`src/rtl/irqc_pkg.sv`:
```
package irqc_pkg;

    typedef enum logic {
        RD_STATUS = 1'b0,
        RD_MASK   = 1'b1
    } rd_sel_e;

    typedef struct packed {
        logic hit;
        logic ext;
    } disp_flags_t;

    function automatic int idx_bits(input int n);
        return (n > 32) ? 6 : 5;
    endfunction

endpackage

```
`src/rtl/irqc_mask_reg.sv`:
```
module irqc_mask_reg #(
    parameter int N    = 32,
    parameter int IDXW = 5
) (
    input  logic            clk,
    input  logic            rst,
    input  logic            wr_en,
    input  logic [N-1:0]    wr_data,
    input  logic            set_en,
    input  logic [IDXW-1:0] set_idx,
    input  logic            clr_en,
    input  logic [IDXW-1:0] clr_idx,
    output logic [N-1:0]    mask_q
);
    logic [N-1:0] set_vec;
    logic [N-1:0] clr_vec;
    logic [N-1:0] mask_d;

    always_comb begin
        set_vec = '0;
        clr_vec = '0;
        if (set_en) set_vec[set_idx] = 1'b1;
        if (clr_en) clr_vec[clr_idx] = 1'b1;
        if (wr_en)
            mask_d = wr_data;
        else
            mask_d = (mask_q | set_vec) & ~clr_vec;
    end

    always_ff @(posedge clk) begin
        if (rst) mask_q <= '0;
        else     mask_q <= mask_d;
    end
endmodule

```
`src/rtl/irqc_rr_pick.sv`:
```
module irqc_rr_pick #(
    parameter int N    = 32,
    parameter int IDXW = 5
) (
    input  logic [N-1:0]    pend,
    input  logic [IDXW-1:0] ptr,
    output logic            found,
    output logic [IDXW-1:0] sel
);
    logic [N-1:0]    rot;
    logic [IDXW-1:0] off;

    always_comb begin
        rot   = N'({pend, pend} >> ptr);
        found = 1'b0;
        off   = '0;
        for (int i = N - 1; i >= 0; i--) begin
            if (rot[i]) begin
                found = 1'b1;
                off   = IDXW'(i);
            end
        end
        sel = ptr + off;
    end
endmodule

```
`src/rtl/irqc_map.sv`:
```
module irqc_map #(
    parameter int IDXW       = 5,
    parameter bit CASCADE_EN = 1'b1,
    parameter int EXT_START  = 24,
    parameter int EXT_END    = 27
) (
    input  logic [IDXW-1:0] idx,
    output logic            ext,
    output logic [IDXW-1:0] num
);
    localparam logic [IDXW-1:0] WIN_LO = IDXW'(EXT_START);
    localparam logic [IDXW-1:0] WIN_HI = IDXW'(EXT_END);

    generate
        if (CASCADE_EN) begin : g_cascade
            always_comb begin
                ext = (idx >= WIN_LO) && (idx <= WIN_HI);
                num = ext ? (idx - WIN_LO) : idx;
            end
        end else begin : g_flat
            always_comb begin
                ext = 1'b0;
                num = idx;
            end
        end
    endgenerate
endmodule

```
`src/rtl/irqc_rotating_dispatch.sv`:
```
module irqc_rotating_dispatch
    import irqc_pkg::*;
#(
    parameter int NUM_SRC    = 32,
    parameter bit CASCADE_EN = 1'b1,
    parameter int EXT_START  = 24,
    parameter int EXT_END    = 27,
    localparam int IDXW      = idx_bits(NUM_SRC)
) (
    input  logic               clk,
    input  logic               rst,
    input  logic [NUM_SRC-1:0] src_status,
    input  logic               rd_sel,
    output logic [NUM_SRC-1:0] rd_data,
    input  logic               mask_wr_en,
    input  logic [NUM_SRC-1:0] mask_wr_data,
    input  logic               mask_set_en,
    input  logic [IDXW-1:0]    mask_set_idx,
    input  logic               mask_clr_en,
    input  logic [IDXW-1:0]    mask_clr_idx,
    output logic               irq_req,
    input  logic               disp_req,
    output logic               disp_valid,
    output logic               disp_hit,
    output logic               disp_ext,
    output logic [IDXW-1:0]    disp_idx,
    output logic [IDXW-1:0]    disp_num
);
    logic [NUM_SRC-1:0] mask_q;
    logic [NUM_SRC-1:0] pend;
    logic [IDXW-1:0]    scan_ptr;
    logic               pick_found;
    logic [IDXW-1:0]    pick_sel;
    logic               map_ext;
    logic [IDXW-1:0]    map_num;
    disp_flags_t        flags_q;
    logic               irq_q;
    logic               valid_q;
    logic [IDXW-1:0]    idx_q;
    logic [IDXW-1:0]    num_q;

    irqc_mask_reg #(.N(NUM_SRC), .IDXW(IDXW)) u_mask (
        .clk     (clk),
        .rst     (rst),
        .wr_en   (mask_wr_en),
        .wr_data (mask_wr_data),
        .set_en  (mask_set_en),
        .set_idx (mask_set_idx),
        .clr_en  (mask_clr_en),
        .clr_idx (mask_clr_idx),
        .mask_q  (mask_q)
    );

    assign pend = src_status & mask_q;

    irqc_rr_pick #(.N(NUM_SRC), .IDXW(IDXW)) u_pick (
        .pend  (pend),
        .ptr   (scan_ptr),
        .found (pick_found),
        .sel   (pick_sel)
    );

    irqc_map #(
        .IDXW       (IDXW),
        .CASCADE_EN (CASCADE_EN),
        .EXT_START  (EXT_START),
        .EXT_END    (EXT_END)
    ) u_map (
        .idx (pick_sel),
        .ext (map_ext),
        .num (map_num)
    );

    always_comb begin
        case (rd_sel_e'(rd_sel))
            RD_MASK: rd_data = mask_q;
            default: rd_data = src_status;
        endcase
    end

    always_ff @(posedge clk) begin
        if (rst) begin
            irq_q    <= 1'b0;
            valid_q  <= 1'b0;
            flags_q  <= '0;
            idx_q    <= '0;
            num_q    <= '0;
            scan_ptr <= '0;
        end else begin
            irq_q   <= |pend;
            valid_q <= disp_req;
            if (disp_req) begin
                flags_q.hit <= pick_found;
                flags_q.ext <= pick_found & map_ext;
                idx_q       <= pick_found ? pick_sel : '0;
                num_q       <= pick_found ? map_num : '0;
                if (pick_found) scan_ptr <= pick_sel + 1'b1;
            end
        end
    end

    assign irq_req    = irq_q;
    assign disp_valid = valid_q;
    assign disp_hit   = flags_q.hit;
    assign disp_ext   = flags_q.ext;
    assign disp_idx   = idx_q;
    assign disp_num   = num_q;
endmodule

```
`config.mk`:
```
export PLATFORM = sky130hd
export DESIGN_NAME = irqc_rotating_dispatch
export DESIGN_NICKNAME = d
export VERILOG_FILES = /design/src/rtl/irqc_pkg.sv /design/src/rtl/irqc_mask_reg.sv /design/src/rtl/irqc_rr_pick.sv /design/src/rtl/irqc_map.sv /design/src/rtl/irqc_rotating_dispatch.sv
export SDC_FILE = /design/constraint.sdc
export NUM_CORES = 1
export LEC_CHECK = 0
export BUFFER_PORTS_ARGS = -buffer_cell sky130_fd_sc_hd__buf_2
export CAP_MARGIN = 10
export CORE_MARGIN = 1
export CORE_UTILIZATION = 50
export DETAILED_ROUTE_END_ITERATION = 8
export GPL_TIMING_DRIVEN = 0
export PLACE_DENSITY = 0.73
export SETUP_SLACK_MARGIN = 0.3
export SLEW_MARGIN = 10
export SYNTH_ARGS = -nofsm -noshare
export SYNTH_HDL_FRONTEND = slang
export SYNTH_SLANG_ARGS = --single-unit
```
`constraint.sdc`:
```
create_clock -name clk -period 4.9 [get_ports clk]
set_input_delay 0.98 -clock clk [delete_from_list [all_inputs] [get_ports clk]]
set_output_delay 0.98 -clock clk [all_outputs]
set_load 0.01 [all_outputs]
```
==> flow_results.xml, run 1 <==
<?xml version="1.0" encoding="UTF-8"?>
<metrics>
  <group name="yosys">
    <metric name="area_fraction_in_and_or_nand_and_nor_cells_after_synthesis" unit="%">30.2</metric>
    <metric name="mappedNetlistNets" unit="">898</metric>
    <metric name="netlist_instances" unit="">809</metric>
    <metric name="synth_xor_area_share" unit="%">1.07</metric>
    <metric name="synth.mux.area_fraction" unit="%">22.5</metric>
    <metric name="synth-adder-area-share" unit="%">1.67</metric>
    <metric name="synth_seq_area_share" unit="%">14.9</metric>
    <metric name="synthArstFlopShare" unit="%">0</metric>
    <metric name="synth_compound_area_share" unit="%">24.1</metric>
    <metric name="number_of_register_bits_inferred_by_synthesis" unit="">48</metric>
    <metric name="yosys_most_used_dff" unit="">dfxtp_1</metric>
    <metric name="synth-edff-count" unit="">0</metric>
    <metric name="synth.yosys.warnings" unit="">0</metric>
    <metric name="post_synth_instance_area" unit="sq mm">0.00644</metric>
    <metric name="synthDistinctLibCells" unit="">77</metric>
    <metric name="synth_top_family_by_area" unit="">simple AND/OR/NAND/NOR gates</metric>
    <metric name="mean_syn_cell_area" unit="sq um">7.96</metric>
  </group>
  <group name="clock_tree">
    <metric name="clk_root_buffer_cell" unit="">clkbuf_16</metric>
    <metric name="tritoncts_num_sinks" unit="">48</metric>
    <metric name="path_clk_slew" unit="ns">0.07</metric>
    <metric name="cts_htree_levels" unit="">2</metric>
    <metric name="cts-buffers-inserted" unit="">5</metric>
    <metric name="clock_insertion_delay_worst_skew" unit="ns">0.29</metric>
    <metric name="tritoncts" unit="">done</metric>
    <metric name="clockBufferDepth" unit="">2</metric>
  </group>
  <group name="pwr">
    <metric name="internal_power" unit="mW">2.48</metric>
    <metric name="power_switching" unit="mW">2.58</metric>
    <metric name="power_per_cell_area" unit="mW/mm^2">612</metric>
    <metric name="power_switching_share" unit="%">51.0</metric>
    <metric name="share_clk_of_total_power" unit="%">7.7</metric>
    <metric name="comb_power_share" unit="%">82.4</metric>
    <metric name="power.sequential.fraction" unit="%">9.8</metric>
    <metric name="peak_vdd_ir" unit="V">0.000402</metric>
    <metric name="power.leakage" unit="nW">3.18</metric>
  </group>
  <group name="worst_setup_path">
    <metric name="timing_worst_setup_path_type" unit="">register to register</metric>
    <metric name="critical-path-max-stage-delay" unit="ns">0.50</metric>
    <metric name="critical-path-top-cell-by-count" unit="">buf_4</metric>
    <metric name="worstPathCellList" unit="">buf_4 -&gt; buf_6 -&gt; buf_4 -&gt; nand4b_1 -&gt; nand4_1 -&gt; a22o_1 -&gt; a221oi_1 -&gt; a21oi_1 -&gt; a31oi_1 -&gt; o21ai_1 -&gt; a2111oi_2 -&gt; nor2_1 -&gt; ha_2 -&gt; fa_2 -&gt; a21o_1 -&gt; a21oi_2 -&gt; xnor2_2 -&gt; xor2_4 -&gt; ha_4 -&gt; nand4_1 -&gt; buf_4 -&gt; a21oi_2 -&gt; o31ai_2</metric>
    <metric name="crit_fanout" unit="">10</metric>
    <metric name="critPathCaptureType" unit="">register</metric>
    <metric name="timing.critical_path.required" unit="ns">5.08</metric>
    <metric name="worst_setup_path_start_kind" unit="">register</metric>
    <metric name="worst-endpoint-arrival" unit="ns">5.55</metric>
    <metric name="critPathSlowestCell" unit="">a221oi_1</metric>
  </group>
  <group name="timing">
    <metric name="rsz_0062_raised_after_global_routing" unit="">true</metric>
    <metric name="finalHoldViolations" unit="">0</metric>
    <metric name="post-route-period-util" unit="%">110</metric>
    <metric name="slew_viol_final" unit="">0</metric>
    <metric name="finalWorstPathRequiredPeriod" unit="ns">5.38</metric>
    <metric name="worst_slew_pin_slew" unit="ns">0.975</metric>
    <metric name="skew" unit="ns">0.00745</metric>
    <metric name="setup_viol" unit="">6</metric>
    <metric name="worst_slew_margin_rel" unit="%">34.6</metric>
    <metric name="final_worst_hold_slack" unit="ns">0.495</metric>
    <metric name="minimum_setup_slack_in_the_final_design" unit="ns">-0.476</metric>
    <metric name="max_clock_freq" unit="MHz">186</metric>
  </group>
  <group name="detailed_routing">
    <metric name="wirelength_per_cell" unit="um">24.3</metric>
    <metric name="detail_route_antenna_nets" unit="">0</metric>
    <metric name="detail_route.iter0.violations" unit="">1030</metric>
    <metric name="detail_route.wirelength" unit="um">28100</metric>
    <metric name="drt_pass1_iterations" unit="">8</metric>
    <metric name="detailroute.via_count" unit="">8028</metric>
    <metric name="viasPerCell" unit="">6.94</metric>
    <metric name="remaining_drc_errors" unit="">0</metric>
  </group>
  <group name="grt">
    <metric name="grt_antenna_before_repair" unit="">0</metric>
    <metric name="largest_net_degree_at_the_start_of_global_routing" unit="">16</metric>
    <metric name="grtUsageTotal" unit="%">42.0</metric>
    <metric name="global_route_wire_length_before_repair" unit="um">41800</metric>
    <metric name="grt_pass1_vias" unit="">7281</metric>
    <metric name="grt_overflow" unit="">0</metric>
  </group>
  <group name="placed_design">
    <metric name="post-place-ws" unit="ns">-1.17</metric>
    <metric name="place.detailed.instances" unit="">1105</metric>
    <metric name="buffer_ports.inserted" unit="">124</metric>
    <metric name="dp_hpwl" unit="um">21700</metric>
    <metric name="place.gp.congestion" unit="">1.02</metric>
    <metric name="placed_area" unit="sq mm">0.00735</metric>
  </group>
  <group name="die">
    <metric name="dieWidth" unit="um">115</metric>
    <metric name="initial_utilization" unit="%">51.2</metric>
    <metric name="dieArea" unit="sq mm">0.0133</metric>
    <metric name="floorplan.core_area" unit="sq mm">0.0126</metric>
    <metric name="top_level_ports" unit="">127</metric>
    <metric name="floorplan.rows" unit="">41</metric>
    <metric name="die_height" unit="um">115</metric>
  </group>
  <group name="finish">
    <metric name="nNetsFinal" unit="">1072</metric>
    <metric name="layout.cells.most_common_list" unit="">117 x buf_2, 102 x nor2_1, 78 x a21oi_1</metric>
    <metric name="most_common_cell_after_layout_fill_and_taps_aside" unit="">buf_2</metric>
    <metric name="final_area" unit="sq mm">0.00826</metric>
    <metric name="diodes" unit="">0</metric>
    <metric name="area.growth.synth_to_final" unit="%">28.4</metric>
    <metric name="instances_no_fill" unit="">1156</metric>
    <metric name="share_of_cells_above_drive_strength_1" unit="%">38.1</metric>
  </group>
  <group name="status">
    <metric name="violations" unit="">setup timing</metric>
    <metric name="outcome" unit="">finished with violations</metric>
  </group>
  <group name="hold_path">
    <metric name="hold_path.class" unit="">register to register</metric>
  </group>
  <group name="job">
    <metric name="max_cap_violations" unit="">0</metric>
  </group>
</metrics>
## worst max-delay path, delay by kind of cell (launching register included)
kind / cells / cell delay (ns)
compound gates: 10 / 2.22
buf+inv: 4 / 0.74
simple gates: 4 / 0.74
fa+ha+maj: 3 / 0.73
xor+xnor: 2 / 0.47
flops: 1 / 0.34
## power groups by stage
stage	clock (mW)	combinational, mW	sequential [mW]
after CTS	0.393	3.76	0.493
after global routing	0.405	4.41	0.502
after detailed placement	0	3.31	0.501
after floorplan	0	2.46	0.495
final	0.392	4.17	0.498
after global placement	0	3.30	0.500
## what timing repair did
action                                  4_1_cts  5_1_grt
cloned                                        0        0
pin swaps                                    27       27
buffers inserted                             27       16
hold buffers                                  0        0
endpoints found under the setup margin       10       11
gates resized for setup                      58       47
## cells in the mapped netlist, types with 5 or more instances
cell type	number	area [sq um]
nor2_1	104	390
a21oi_1	84	420
nand2_1	63	236
dfxtp_1	48	961
nor3_1	43	215
mux4_2	42	946
and2_1	37	231
mux2_2	36	405
clkbuf_1	24	90.1
nand4_1	20	125
nand4b_1	18	158
a22oi_1	15	113
o21ai_0	15	75.1
o22ai_1	15	93.8
nand3_1	13	65.1
buf_4	12	90.1
a211oi_1	10	75.1
buf_2	10	50.1
mux2i_1	10	100
nand4bb_1	10	113
o31ai_1	10	75.1
a22o_1	8	70.1
buf_1	8	30.0
o2111ai_1	8	70.1
ha_1	7	87.6
o211ai_1	7	52.6
a31oi_1	6	37.5
nand2b_1	6	37.5
nand3b_1	6	45.0
nor3b_1	6	45.0
o2bb2ai_1	6	52.6
or2_2	6	37.5
and4_1	5	43.8
buf_6	5	56.3
nor4_1	5	31.3
or3b_2	5	43.8
xnor2_1	5	43.8
## metal layers
metal	vias up	part of all wire [%]	global-route usage (%)
met4	0	6.8	27.8
met5	-	0	0
li1	3503	-	-
met2	626	45	66.9
met3	138	11	10.2
met1	3761	36	50.7
## worst paths after layout
check / startpoint / slack, ns / to / cells after the start
setup / recovery: scan_ptr[0] / -0.48 / disp_num[4] / 23
hold / removal: disp_hit / 0.50 / disp_hit / 2
setup reg to reg: scan_ptr[0] / -0.48 / disp_num[4] / 23
hold reg to reg: disp_hit / 0.50 / disp_hit / 2
## sequential cells by signal, summed over array words and instances (netlist names)
name and cells:
u_mask.mask_q 32, disp_idx 5, scan_ptr 5, disp_num 2
disp_ext 1, disp_hit 1, disp_valid 1, irq_req 1
## cell type report
cell class	count	area [sq um]
plain buffers	59	348
clock buffers	5	125
clock inverters	3	42.5
fillers	1117	4300
inverters	9	36.3
multi-input cells	693	5520
flip-flops and latches	48	962
well taps	172	215
repair buffers	167	1010
## through the flow
stage / power [mW] / TNS (ns) / util (%)
6_report: 5.06 / -1.97 / 65.8
5_1_grt: 5.32 / -2.71 / 65.8
4_1_cts: 4.65 / -1.29 / 63.5
3_5_place_dp: 3.81 / -5.35 / 58.5
3_3_place_gp: 3.80 / -5.26 / 58.5
2_1_floorplan: 2.95 / -0.571 / -
## cells by family after synthesis
kind of cell | count (synthesis)
AND/OR/NAND/NOR | 363
buffers and inverters | 68
multiplexers | 88
AO/OA/AOI/OAI | 227
XOR/XNOR | 7
flip-flops | 48
adder cells (fa/ha/maj) | 8
Note: power is estimated with default switching activity, not from simulation.
==> inputs of run 2 (changes only) <==
--- a/config.mk
+++ b/config.mk
@@ -12,7 +12,7 @@
 export DETAILED_ROUTE_END_ITERATION = 8
 export GPL_TIMING_DRIVEN = 0
 export PLACE_DENSITY = 0.73
-export SETUP_SLACK_MARGIN = 0.3
+export RECOVER_POWER = 50
 export SLEW_MARGIN = 10
 export SYNTH_ARGS = -nofsm -noshare
 export SYNTH_HDL_FRONTEND = slang
==> flow_results.xml, run 2 (synthesis gave the netlist of run 1 again) <==
<?xml version="1.0" encoding="UTF-8"?>
<metrics>
  <group name="clock_tree">
    <metric name="clockBufferDepth" unit="">2</metric>
    <metric name="clock_insertion_delay_worst_skew" unit="ns">0.29</metric>
    <metric name="cts.hold.buffers_added" unit="">0</metric>
    <metric name="clk_root_buffer_cell" unit="">clkbuf_16</metric>
    <metric name="cts-buffers-inserted" unit="">5</metric>
    <metric name="tritoncts_num_sinks" unit="">48</metric>
    <metric name="cts_htree_levels" unit="">2</metric>
    <metric name="path_clk_slew" unit="ns">0.06</metric>
    <metric name="tritoncts" unit="">done</metric>
  </group>
  <group name="timing">
    <metric name="post-route-period-util" unit="%">110</metric>
    <metric name="worst_slew_margin_rel" unit="%">46.1</metric>
    <metric name="worst_slew_pin_slew" unit="ns">0.805</metric>
    <metric name="slew_viol_final" unit="">0</metric>
    <metric name="skew" unit="ns">0.00502</metric>
    <metric name="minimum_setup_slack_in_the_final_design" unit="ns">-0.514</metric>
    <metric name="finalWorstPathRequiredPeriod" unit="ns">5.41</metric>
    <metric name="max_clock_freq" unit="MHz">185</metric>
    <metric name="rsz_0062_raised_after_global_routing" unit="">true</metric>
    <metric name="setup_viol" unit="">6</metric>
    <metric name="finalHoldViolations" unit="">0</metric>
    <metric name="setup_total_negative_slack" unit="ns">-1.67</metric>
  </group>
  <group name="job">
    <metric name="max_cap_violations" unit="">0</metric>
  </group>
  <group name="die">
    <metric name="initial_utilization" unit="%">51.2</metric>
    <metric name="die_height" unit="um">115</metric>
    <metric name="dieArea" unit="sq mm">0.0133</metric>
    <metric name="floorplan.rows" unit="">41</metric>
    <metric name="top_level_ports" unit="">127</metric>
    <metric name="dieWidth" unit="um">115</metric>
    <metric name="floorplan.core_area" unit="sq mm">0.0126</metric>
  </group>
  <group name="worst_setup_path">
    <metric name="critPathCaptureType" unit="">register</metric>
    <metric name="worst_setup_path_start_kind" unit="">primary input</metric>
    <metric name="timing.critical_path.required" unit="ns">5.06</metric>
    <metric name="rrSetupSlack" unit="ns">-0.46</metric>
    <metric name="worstRegToRegCells" unit="">24</metric>
    <metric name="timing_worst_setup_path_type" unit="">primary input to register</metric>
    <metric name="worst-endpoint-arrival" unit="ns">5.57</metric>
    <metric name="crit_fanout" unit="">5</metric>
  </group>
  <group name="finish">
    <metric name="postLayoutCoreUtil" unit="%">63.9</metric>
    <metric name="nNetsFinal" unit="">1059</metric>
    <metric name="num-fill-cells" unit="">1153</metric>
    <metric name="layout.cells.most_common_list" unit="">108 x buf_2, 104 x nor2_1, 78 x a21oi_1</metric>
    <metric name="share_of_cells_above_drive_strength_1" unit="%">33.8</metric>
    <metric name="diodes" unit="">0</metric>
    <metric name="most_common_cell_after_layout_fill_and_taps_aside" unit="">buf_2</metric>
    <metric name="largest_register" unit="">u_mask.mask_q</metric>
    <metric name="number_of_flip_flops_under_the_largest_register_name" unit="">32</metric>
    <metric name="instances_no_fill" unit="">1143</metric>
    <metric name="area.growth.synth_to_final" unit="%">24.6</metric>
  </group>
  <group name="grt">
    <metric name="grtUsageTotal" unit="%">41.7</metric>
    <metric name="largest_net_degree_at_the_start_of_global_routing" unit="">15</metric>
    <metric name="global_route_wire_length_before_repair" unit="um">41800</metric>
    <metric name="grt_overflow" unit="">0</metric>
    <metric name="grt_pass1_vias" unit="">7373</metric>
    <metric name="grt_antenna_before_repair" unit="">0</metric>
  </group>
  <group name="detailed_routing">
    <metric name="remaining_drc_errors" unit="">0</metric>
    <metric name="viasPerCell" unit="">7.04</metric>
    <metric name="detail_route.iter0.violations" unit="">1313</metric>
    <metric name="detailroute.via_count" unit="">8043</metric>
    <metric name="detail_route_antenna_nets" unit="">0</metric>
    <metric name="drt_pass1_iterations" unit="">7</metric>
    <metric name="wirelength_per_cell" unit="um">24.1</metric>
    <metric name="detail_route.wirelength" unit="um">27500</metric>
  </group>
  <group name="status">
    <metric name="outcome" unit="">finished with violations</metric>
    <metric name="violations" unit="">setup timing</metric>
  </group>
  <group name="placed_design">
    <metric name="place.detailed.instances" unit="">1105</metric>
    <metric name="place.gp.congestion" unit="">1.03</metric>
    <metric name="buffer_ports.inserted" unit="">124</metric>
    <metric name="post-place-ws" unit="ns">-1.10</metric>
    <metric name="dp_hpwl" unit="um">21200</metric>
  </group>
  <group name="pwr">
    <metric name="power.leakage" unit="nW">3.05</metric>
    <metric name="power" unit="mW">4.74</metric>
    <metric name="peak_vdd_ir" unit="V">0.000444</metric>
    <metric name="power_per_cell_area" unit="mW/mm^2">590</metric>
  </group>
  <group name="hold_path">
    <metric name="hold_path.class" unit="">register to register</metric>
    <metric name="hold_path_depth" unit="">2</metric>
  </group>
</metrics>
## run 2: where the power goes
| group | internal (mW) | leakage [nW] | total [mW] | switching, mW |
|---|---|---|---|---|
| registers | 0.446 | 0.396 | 0.499 | 0.0533 |
| clock network | 0.240 | 0.0808 | 0.388 | 0.147 |
| logic | 1.62 | 2.57 | 3.85 | 2.23 |
| total | 2.30 | 3.05 | 4.74 | 2.43 |
## run 2: final timing paths
check                                    start     endpoint
worst max-delay path            src_status[22]  disp_num[3]
worst min-delay path                  disp_ext     disp_ext
worst max register to register     scan_ptr[0]  disp_num[3]
worst min register to register        disp_ext     disp_ext
## run 2: layout make-up
| cell class | count | area [sq um] | share of cell area (%) |
|---|---|---|---|
| multi-input combinational | 693 | 5400 | 67.3 |
| sequential | 48 | 961 | 12.0 |
| timing repair buffer | 154 | 900 | 11.2 |
| buffer | 59 | 349 | 4.35 |
| tap | 172 | 215 | 2.68 |
| clock buffer | 6 | 129 | 1.61 |
| inverter | 9 | 36.3 | 0.452 |
| clock inverter | 2 | 35.0 | 0.437 |
## run 2: critical path, stage by stage
cell and delay, ns:
buf_8 0.10, and2_4 0.16, mux4_2 0.55, mux4_2 0.52, a31oi_1 0.22, nand4_1 0.15
a31oi_1 0.22, o21ai_1 0.10, a2111oi_2 0.35, nor2_1 0.13, ha_2 0.20, fa_2 0.35
a21o_1 0.18, a21oi_2 0.17, xnor2_2 0.18, xor2_4 0.26, ha_2 0.24, nand4_1 0.18
o2111ai_2 0.23, a21oi_1 0.08
## run 2: layer usage
metal	part of all wire, %	track usage (%)
met5	0	0
met4	6.5	24.3
met3	12	10.6
met2	44	64.7
met1	37	52.7
## run 2: stage by stage
| step | hold slack, ns | instance area [sq um] |
|---|---|---|
| floorplan | 0.472 | 6480 |
| global placement | 0.443 | 7310 |
| detailed placement | 0.458 | 7310 |
| CTS | 0.466 | 7790 |
| global route | 0.506 | 8030 |
| finish | 0.468 | 8030 |
## run 2: timing repair
| item | 4_1_cts | 5_1_grt |
|---|---|---|
| cloned | 0 | 0 |
| setup endpoints to repair | 6 | 8 |
| buffers inserted | 18 | 11 |
| pin swaps | 18 | 20 |
| gates resized for setup | 44 | 37 |
